**src/rtl/pwm_dz_pkg.sv**
```systemverilog
package pwm_dz_pkg;
  localparam int CW = 8;
  typedef logic [CW-1:0] cnt_t;
  localparam cnt_t CNT_MAX = '1;

  function automatic logic level_high(input cnt_t cnt, input cnt_t duty);
    return cnt < duty;
  endfunction

  function automatic cnt_t sat_inc(input cnt_t v);
    return (v == CNT_MAX) ? v : cnt_t'(v + 1'b1);
  endfunction

  function automatic logic gap_elapsed(input cnt_t run, input cnt_t dt);
    return run >= dt;
  endfunction
endpackage

```
**src/rtl/pwm_dz_prescaler.sv**
```systemverilog
module pwm_dz_prescaler #(
  parameter int PW = 16
) (
  input  logic          clk,
  input  logic          rst_n,
  input  logic [PW-1:0] div,
  output logic          tick
);
  logic [PW-1:0] pcnt_q;

  assign tick = (pcnt_q >= div);

  always_ff @(posedge clk or negedge rst_n) begin
    if (!rst_n)    pcnt_q <= '0;
    else if (tick) pcnt_q <= '0;
    else           pcnt_q <= pcnt_q + 1'b1;
  end
endmodule

```
**src/rtl/pwm_dz_chan.sv**
```systemverilog
module pwm_dz_chan
  import pwm_dz_pkg::*;
(
  input  logic clk,
  input  logic rst_n,
  input  logic tick,
  input  logic en,
  input  cnt_t period,
  input  cnt_t duty,
  output logic level
);
  cnt_t cnt_q;
  cnt_t duty_act;
  logic wrap;

  assign wrap = en & tick & (cnt_q >= period);

  always_ff @(posedge clk or negedge rst_n) begin
    if (!rst_n) begin
      cnt_q    <= '0;
      duty_act <= '0;
    end else if (!en) begin
      cnt_q    <= '0;
      duty_act <= duty;
    end else if (wrap) begin
      cnt_q    <= '0;
      duty_act <= duty;
    end else if (tick) begin
      cnt_q    <= cnt_q + 1'b1;
    end
  end

  assign level = en & level_high(cnt_q, duty_act);

  AST_HOLD_BETWEEN_TICKS: assert property (@(posedge clk) disable iff (!rst_n)
    (en && !tick) |=> $stable(cnt_q));
  AST_DUTY_BUFFERED: assert property (@(posedge clk) disable iff (!rst_n)
    (en && !wrap) |=> $stable(duty_act));
endmodule

```
**src/rtl/pwm_dz_deadband.sv**
```systemverilog
module pwm_dz_deadband
  import pwm_dz_pkg::*;
(
  input  logic clk,
  input  logic rst_n,
  input  logic in_sig,
  input  cnt_t dt,
  output logic out_sig
);
  cnt_t run_q;

  always_ff @(posedge clk or negedge rst_n) begin
    if (!rst_n)           run_q <= '0;
    else if (!in_sig)     run_q <= '0;
    else if (run_q < dt)  run_q <= run_q + 1'b1;
  end

  assign out_sig = in_sig & gap_elapsed(run_q, dt);

  AST_RISE_DELAYED: assert property (@(posedge clk) disable iff (!rst_n)
    ($rose(out_sig) && dt != '0) |-> $past(in_sig));
endmodule

```
**src/rtl/pwm_dz_capture.sv**
```systemverilog
module pwm_dz_capture
  import pwm_dz_pkg::*;
(
  input  logic clk,
  input  logic rst_n,
  input  logic tick,
  input  logic mode,
  input  logic sig_in,
  input  logic clr,
  output cnt_t period_q,
  output cnt_t high_q,
  output logic done,
  output logic ovf
);
  logic [1:0] sync_q;
  logic       prev_q;
  logic       armed_q;
  cnt_t       cnt_q;
  logic       rise, fall, sat_hit;

  assign rise    = sync_q[1] & ~prev_q;
  assign fall    = ~sync_q[1] & prev_q;
  assign sat_hit = armed_q & tick & ~rise & (cnt_q == CNT_MAX);

  always_ff @(posedge clk or negedge rst_n) begin
    if (!rst_n) begin
      sync_q   <= '0;
      prev_q   <= 1'b0;
      armed_q  <= 1'b0;
      cnt_q    <= '0;
      period_q <= '0;
      high_q   <= '0;
      done     <= 1'b0;
      ovf      <= 1'b0;
    end else begin
      sync_q <= {sync_q[0], sig_in};
      prev_q <= sync_q[1];
      if (!mode) begin
        armed_q <= 1'b0;
        cnt_q   <= '0;
        done    <= 1'b0;
        ovf     <= 1'b0;
      end else begin
        if (clr) begin
          done <= 1'b0;
          ovf  <= 1'b0;
        end
        if (rise) begin
          if (armed_q) begin
            period_q <= cnt_q;
            done     <= 1'b1;
          end
          armed_q <= 1'b1;
          cnt_q   <= tick ? cnt_t'(1) : '0;
        end else if (armed_q && tick) begin
          if (cnt_q == CNT_MAX) ovf <= 1'b1;
          cnt_q <= sat_inc(cnt_q);
        end
        if (fall && armed_q) high_q <= cnt_q;
      end
    end
  end

  AST_DONE_FROM_EDGE: assert property (@(posedge clk) disable iff (!rst_n)
    $rose(done) |-> $past(rise));
  AST_OVF_ON_SAT: assert property (@(posedge clk) disable iff (!rst_n)
    (mode && sat_hit) |=> ovf);
endmodule

```
**src/rtl/pwm_dz_top.sv**
```systemverilog
module pwm_dz_top
  import pwm_dz_pkg::*;
#(
  parameter int NCH = 5,
  parameter int PW  = 16,
  localparam int NPAIR = NCH / 2,
  localparam int NCAP  = 2
) (
  input  logic                clk,
  input  logic                rst_n,
  input  logic [PW-1:0]       presc_div,
  input  logic [NCH-1:0]      ch_en,
  input  logic [NCH*CW-1:0]   ch_period,
  input  logic [NCH*CW-1:0]   ch_duty,
  input  logic [NPAIR-1:0]    pair_en,
  input  logic [NPAIR*CW-1:0] pair_dead,
  input  logic [NCAP-1:0]     cap_mode,
  input  logic [NCAP-1:0]     cap_in,
  input  logic [NCAP-1:0]     cap_clr,
  output logic [NCH-1:0]      pwm_out,
  output logic [NCAP*CW-1:0]  cap_period,
  output logic [NCAP*CW-1:0]  cap_high,
  output logic [NCAP-1:0]     cap_done,
  output logic [NCAP-1:0]     cap_ovf
);
  localparam int CAP_LAST = NCH - 1;

  logic             tick;
  logic [NCH-1:0]   raw;
  logic [NCH-1:0]   en_eff;
  logic [NCH-1:0]   cap_mask;
  logic [NPAIR-1:0] db_a, db_b;

  pwm_dz_prescaler #(.PW(PW)) u_presc (
    .clk(clk), .rst_n(rst_n), .div(presc_div), .tick(tick)
  );

  always_comb begin
    cap_mask           = '0;
    cap_mask[0]        = cap_mode[0];
    cap_mask[CAP_LAST] = cap_mode[1];
    en_eff             = ch_en & ~cap_mask;
  end

  for (genvar g = 0; g < NCH; g++) begin : g_ch
    pwm_dz_chan u_ch (
      .clk(clk), .rst_n(rst_n), .tick(tick), .en(en_eff[g]),
      .period(ch_period[g*CW +: CW]), .duty(ch_duty[g*CW +: CW]),
      .level(raw[g])
    );
  end

  for (genvar p = 0; p < NPAIR; p++) begin : g_pair
    logic a_in, b_in;
    assign a_in = pair_en[p] & raw[2*p];
    assign b_in = pair_en[p] & en_eff[2*p] & ~raw[2*p];

    pwm_dz_deadband u_db_a (
      .clk(clk), .rst_n(rst_n), .in_sig(a_in),
      .dt(pair_dead[p*CW +: CW]), .out_sig(db_a[p])
    );
    pwm_dz_deadband u_db_b (
      .clk(clk), .rst_n(rst_n), .in_sig(b_in),
      .dt(pair_dead[p*CW +: CW]), .out_sig(db_b[p])
    );

    AST_PAIR_EXCL: assert property (@(posedge clk) disable iff (!rst_n)
      pair_en[p] |-> !(pwm_out[2*p] && pwm_out[2*p+1]));
  end

  for (genvar j = 0; j < NCAP; j++) begin : g_cap
    pwm_dz_capture u_cap (
      .clk(clk), .rst_n(rst_n), .tick(tick), .mode(cap_mode[j]),
      .sig_in(cap_in[j]), .clr(cap_clr[j]),
      .period_q(cap_period[j*CW +: CW]), .high_q(cap_high[j*CW +: CW]),
      .done(cap_done[j]), .ovf(cap_ovf[j])
    );
  end

  always_comb begin
    pwm_out = raw;
    for (int p = 0; p < NPAIR; p++) begin
      if (pair_en[p]) begin
        pwm_out[2*p]   = db_a[p];
        pwm_out[2*p+1] = db_b[p];
      end
    end
    if (cap_mode[0]) pwm_out[0]        = 1'b0;
    if (cap_mode[1]) pwm_out[CAP_LAST] = 1'b0;
  end
endmodule

```
**config.mk**
```make
export PLATFORM = sky130hd
export DESIGN_NAME = pwm_dz_top
export DESIGN_NICKNAME = d
export VERILOG_FILES = /design/src/rtl/pwm_dz_pkg.sv /design/src/rtl/pwm_dz_prescaler.sv /design/src/rtl/pwm_dz_chan.sv /design/src/rtl/pwm_dz_deadband.sv /design/src/rtl/pwm_dz_capture.sv /design/src/rtl/pwm_dz_top.sv
export SDC_FILE = /design/constraint.sdc
export NUM_CORES = 1
export LEC_CHECK = 0
export ABC_CLOCK_PERIOD_IN_PS = 3920
export BUFFER_PORTS_ARGS = -buffer_cell sky130_fd_sc_hd__buf_2
export CAP_MARGIN = 30
export CELL_PAD_IN_SITES_DETAIL_PLACEMENT = 0
export CELL_PAD_IN_SITES_GLOBAL_PLACEMENT = 2
export CORE_MARGIN = 4
export CORE_UTILIZATION = 40
export DETAILED_ROUTE_END_ITERATION = 12
export GPL_ROUTABILITY_DRIVEN = 0
export PLACE_DENSITY = 0.92
export SYNTH_ARGS = -nofsm -noshare
export SYNTH_HDL_FRONTEND = slang
export SYNTH_SLANG_ARGS = --single-unit
```
**constraint.sdc**
```tcl
create_clock -name clk -period 3.92 [get_ports clk]
set_input_delay 0 -clock clk [delete_from_list [all_inputs] [get_ports clk]]
set_output_delay 0 -clock clk [all_outputs]
set_load 0.01 [all_outputs]
```
==> summary.md <==
| Metric | Value |
|---|---|
| Outcome | complete, no violations |
| Worst-margin pin slew | 1.01 ns |
| Sw Pwr | roughly 1.4 mW |
| Crit path buf inv count | 1 |
| Multi-input gate area | approximately 6300 um^2 |
| Via count | 9288 |
| Yosys top cell by area | dfrtp_1 |
| Via count of the first global-routing pass | 9162 |
| Dpl cells | ~1700 |
| Mapped Nets | between 1000 and 1500 |
| Filler Cell Count | 2735 |
| Slowest stage delay, CP | 0.58 ns |
| Leak pwr | 7.19 nW |
| Max Slew Vio Count | 0 |
| Register Area | about 4700 um^2 |
| Clock Tree Buf Depth | 2 |
| DRT Pass-1 Iters | 5 |
| # clock sinks | 188 |
| Minimum clock period | approximately 2.9 ns |
| Starting Density | 40.6% |
| Die Span Y | around 180 um |
| First-pass GRT wire length | between 40000 and 50000 um |
| DR WL/cell | ~15 um |
| Yosys top cell area share | 40.3% |
| Critical-path cell list | ha_1 -> a211oi_2 -> nand3_1 -> a31o_1 -> a211oi_4 -> buf_12 -> o21ai_2 -> mux2_2 |
| Vias/cell | between 5 and 6 |
| Sw Share | 29.6% |
| Final setup violation count | 0 |
| Clock Power Share | 35.7% |
| IO Count | 168 |
| Worst-Skew Late Latency | 0.44 ns |
| Combinational share of power | 17.9% |
| Fmax | ~350 MHz |
| Fraction of layout cells with a size suffix above 1 | 21.3% |
| Worst vdd ir | 0.000272 V |
| Hold Vio Cnt, Final | 0 |
| CP max stage cell | a211oi_4 |
| CTS tree | built |
| Total Nets Final | 1651 |
| CTS Buf Count | 17 |
| Die ar. | 32000 um^2 |
| Mapped Cells | 1177 |
| Worst EP required | 4.24 ns |
| Startpoint Class | register |
| Final wirelength | 27300 um |
| Sum Neg Setup Slack | 0 ns |
| Initial antenna violation count | 0 |
| CTS clk-pin slew, worst paths | 0.08 ns |
| Mapped Area | 11700 um^2 |
| Worst Clk Skew | 0.0125 ns |
| Sequential power share | 46.5% |
| Final HPWL DP | 20000 um |
| Main synth FF type | dfrtp_1 |
| Non-filler cells, final | between 1500 and 2000 |
| Syn. warnings | 0 |
| CP arrival | ~3.2 ns |
| Mean area per synthesized cell | 9.92 um^2 |
| I/O Buffers | 167 |
| Total GRT Usage | around 17% |
| 1st-iter DRT viols | 347 |
| Row cnt | 62 |
| # diodes | 0 |
| CP max FO | 47 |
| GR Overflow Total | 0 |
| HP Class | input pin to register |
| Int Pwr | 3.31 mW |
| CP delay by family, top | compound AO/OA/AOI/OAI gates |
| Pin count of the biggest net entering global routing | 122 |
| Worst rel slew slack | approximately a third |
| Core Region | 28800 um^2 |
| Kind of critical path | register to register |
| Synthesized flop and latch total | 188 |
| CTS Root Cell | clkbuf_16 |
| Max_cap viols | 0 |
| Post-CTS sizing | 0 |
| Area Growth Syn to Fin | 19.9% |
| Asr flop ratio synth | between 90% and 100% |
| Power, Total | 4.70 mW |
| Final period util | 73.6% |
| Post-synth cell types | between 60 and 70 |
| Post-synthesis sequential area ratio | 40.3% |
| Ranking of synthesized cells by area | dfrtp_1 40%, ha_1 14%, mux2_2 5.4% |
| Drt drc | 0 |
| DIE WIDTH | 179 um |
| Crit path capture type | register |
| Number of synthesized flops with an enable pin | 0 |
| RSZ-0062 raised after global routing | false |
| PD cells | 336 nW/um^2 |
| H-tree depth | 4 |
| Routed Antenna Nets | 0 |
kinds of logic (layout without fill, tap and decap cells):
group,count (synthesis),count (layout),synth area share (%)
compound gates,250,250,14.7
xor+xnor,31,31,2.32
fa+ha+maj,135,135,14.5
buf+inv,168,392,5.94
flops,188,188,40.3
mux,74,74,7.63
simple gates,331,331,14.7
power groups by stage:
stage	Combinational [mW]	Sequential, mW	Clock (mW)
2_1_floorplan	0.562	2.19	0
3_3_place_gp	0.783	2.22	0
3_5_place_dp	0.801	2.22	0
4_1_cts	0.849	2.18	1.75
5_1_grt	0.963	2.21	1.82
6_report	0.839	2.18	1.68
what timing repair did:
action	CTS	global route
setup buffers	0	0
hold endpoints to repair	179	10
hold buffers	53	1
worst paths after layout:
check,depth (start not counted),start,slack (ns),endpoint
max in group asynchronous,4,rst_n,2.62,g_pair[0].u_db_b.run_q[3]$_DFFE_PN0P_
hold reg to reg,0,g_cap[0].u_cap.sync_q[0]$_DFF_PN0_,0.35,g_cap[0].u_cap.sync_q[1]$_DFF_PN0_
min in group asynchronous,3,rst_n,0.51,g_cap[1].u_cap.cnt_q[3]$_DFFE_PN0P_
hold / removal,4,pair_en[1],0.03,g_pair[1].u_db_a.run_q[0]$_DFFE_PN0P_
setup / recovery,8,u_presc.pcnt_q[7]$_DFF_PN0_,1.04,g_ch[4].u_ch.duty_act[1]$_DFFE_PN0P_
setup reg to reg,8,u_presc.pcnt_q[7]$_DFF_PN0_,1.04,g_ch[4].u_ch.duty_act[1]$_DFFE_PN0P_
synthesized netlist by cell type (all sizes together) (6+ instances only):
library cell  count
a211oi           15
a21o             22
a21oi            69
a22o             22
a31oi             7
a32o              6
and2             11
and3             22
buf              20
clkbuf           16
dfrtp           188
ha              135
inv             132
mux2             72
nand2            69
nand2b           12
nand3            54
nand4            27
nand4b            6
nor2             64
nor2b             9
nor3              7
o21a              7
o21ai            43
o22ai            13
o31ai            15
or2               6
or3              16
or4              14
xnor2            17
xor2             14
registers in the layout (all words and copies together), names as in the netlist, 4 cells and up:
register,cells
u_presc.pcnt_q,16
g_cap.u_cap.period_q,16
g_cap.u_cap.high_q,16
g_ch.u_ch.cnt_q,40
g_pair.u_db_b.run_q,16
g_cap.u_cap.sync_q,4
g_ch.u_ch.duty_act,40
g_pair.u_db_a.run_q,16
g_cap.u_cap.cnt_q,16
tightest hold or removal path: stages:
cell and delay (ns):
buf_2 0.13, nand2_1 0.05, or2_2 0.19, nor2_1 0.07
placed cells by master, fill, tap and decap left out, types with 5 or more instances in the layout:
master and n:
a211oi_1 9, a21o_1 22, a21oi_1 66, a22o_1 22, a31oi_1 7, a32o_1 6, and2_1 9, and3_1 22
and4_1 5, buf_2 166, buf_4 5, clkbuf_16 17, dfrtp_1 188, dlygate4sd3_1 54, ha_1 135, inv_1 132
inv_6 7, mux2_2 56, mux2_4 16, nand2_1 69, nand2b_1 12, nand3_1 54, nand4_1 27, nand4b_1 6
nor2_1 64, nor2b_1 9, nor3_1 7, o2111ai_1 5, o211ai_1 5, o21a_1 7, o21ai_0 41, o22ai_1 13
o31ai_1 15, or2_2 6, or3_1 16, or4_1 14, xnor2_1 17, xor2_1 14
area by class of cell:
cell class | count | area share [%]
repair buffers | 229 | 10.6
clock buffers | 17 | 3.04
clock inverters | 14 | 0.885
multi-input cells | 821 | 44.9
inverters | 132 | 3.54
well taps | 384 | 3.43
flip-flops and latches | 188 | 33.6
layer usage:
layer / track usage (%) / vias up / wire length [um]
met5: 0 / - / 0
li1: - / 4665 / -
met4: 5.21 / 0 / 495
met3: 2.43 / 30 / 1060
met1: 23.3 / 4407 / 12800
met2: 28.8 / 186 / 12900
stage by stage:
step	hold WS, ns	setup WS, ns	utilization, %	area, um^2
global route	0.0569	0.881	48.6	14000
detailed placement	0.133	1.04	44.8	12900
CTS	0.0143	1.01	48.5	14000
floorplan	-0.296	1.55	-	11700
global placement	0.132	1.08	44.8	12900
finish	0.0323	1.04	48.6	14000
No activity file was read; power rests on OpenSTA's default activity.
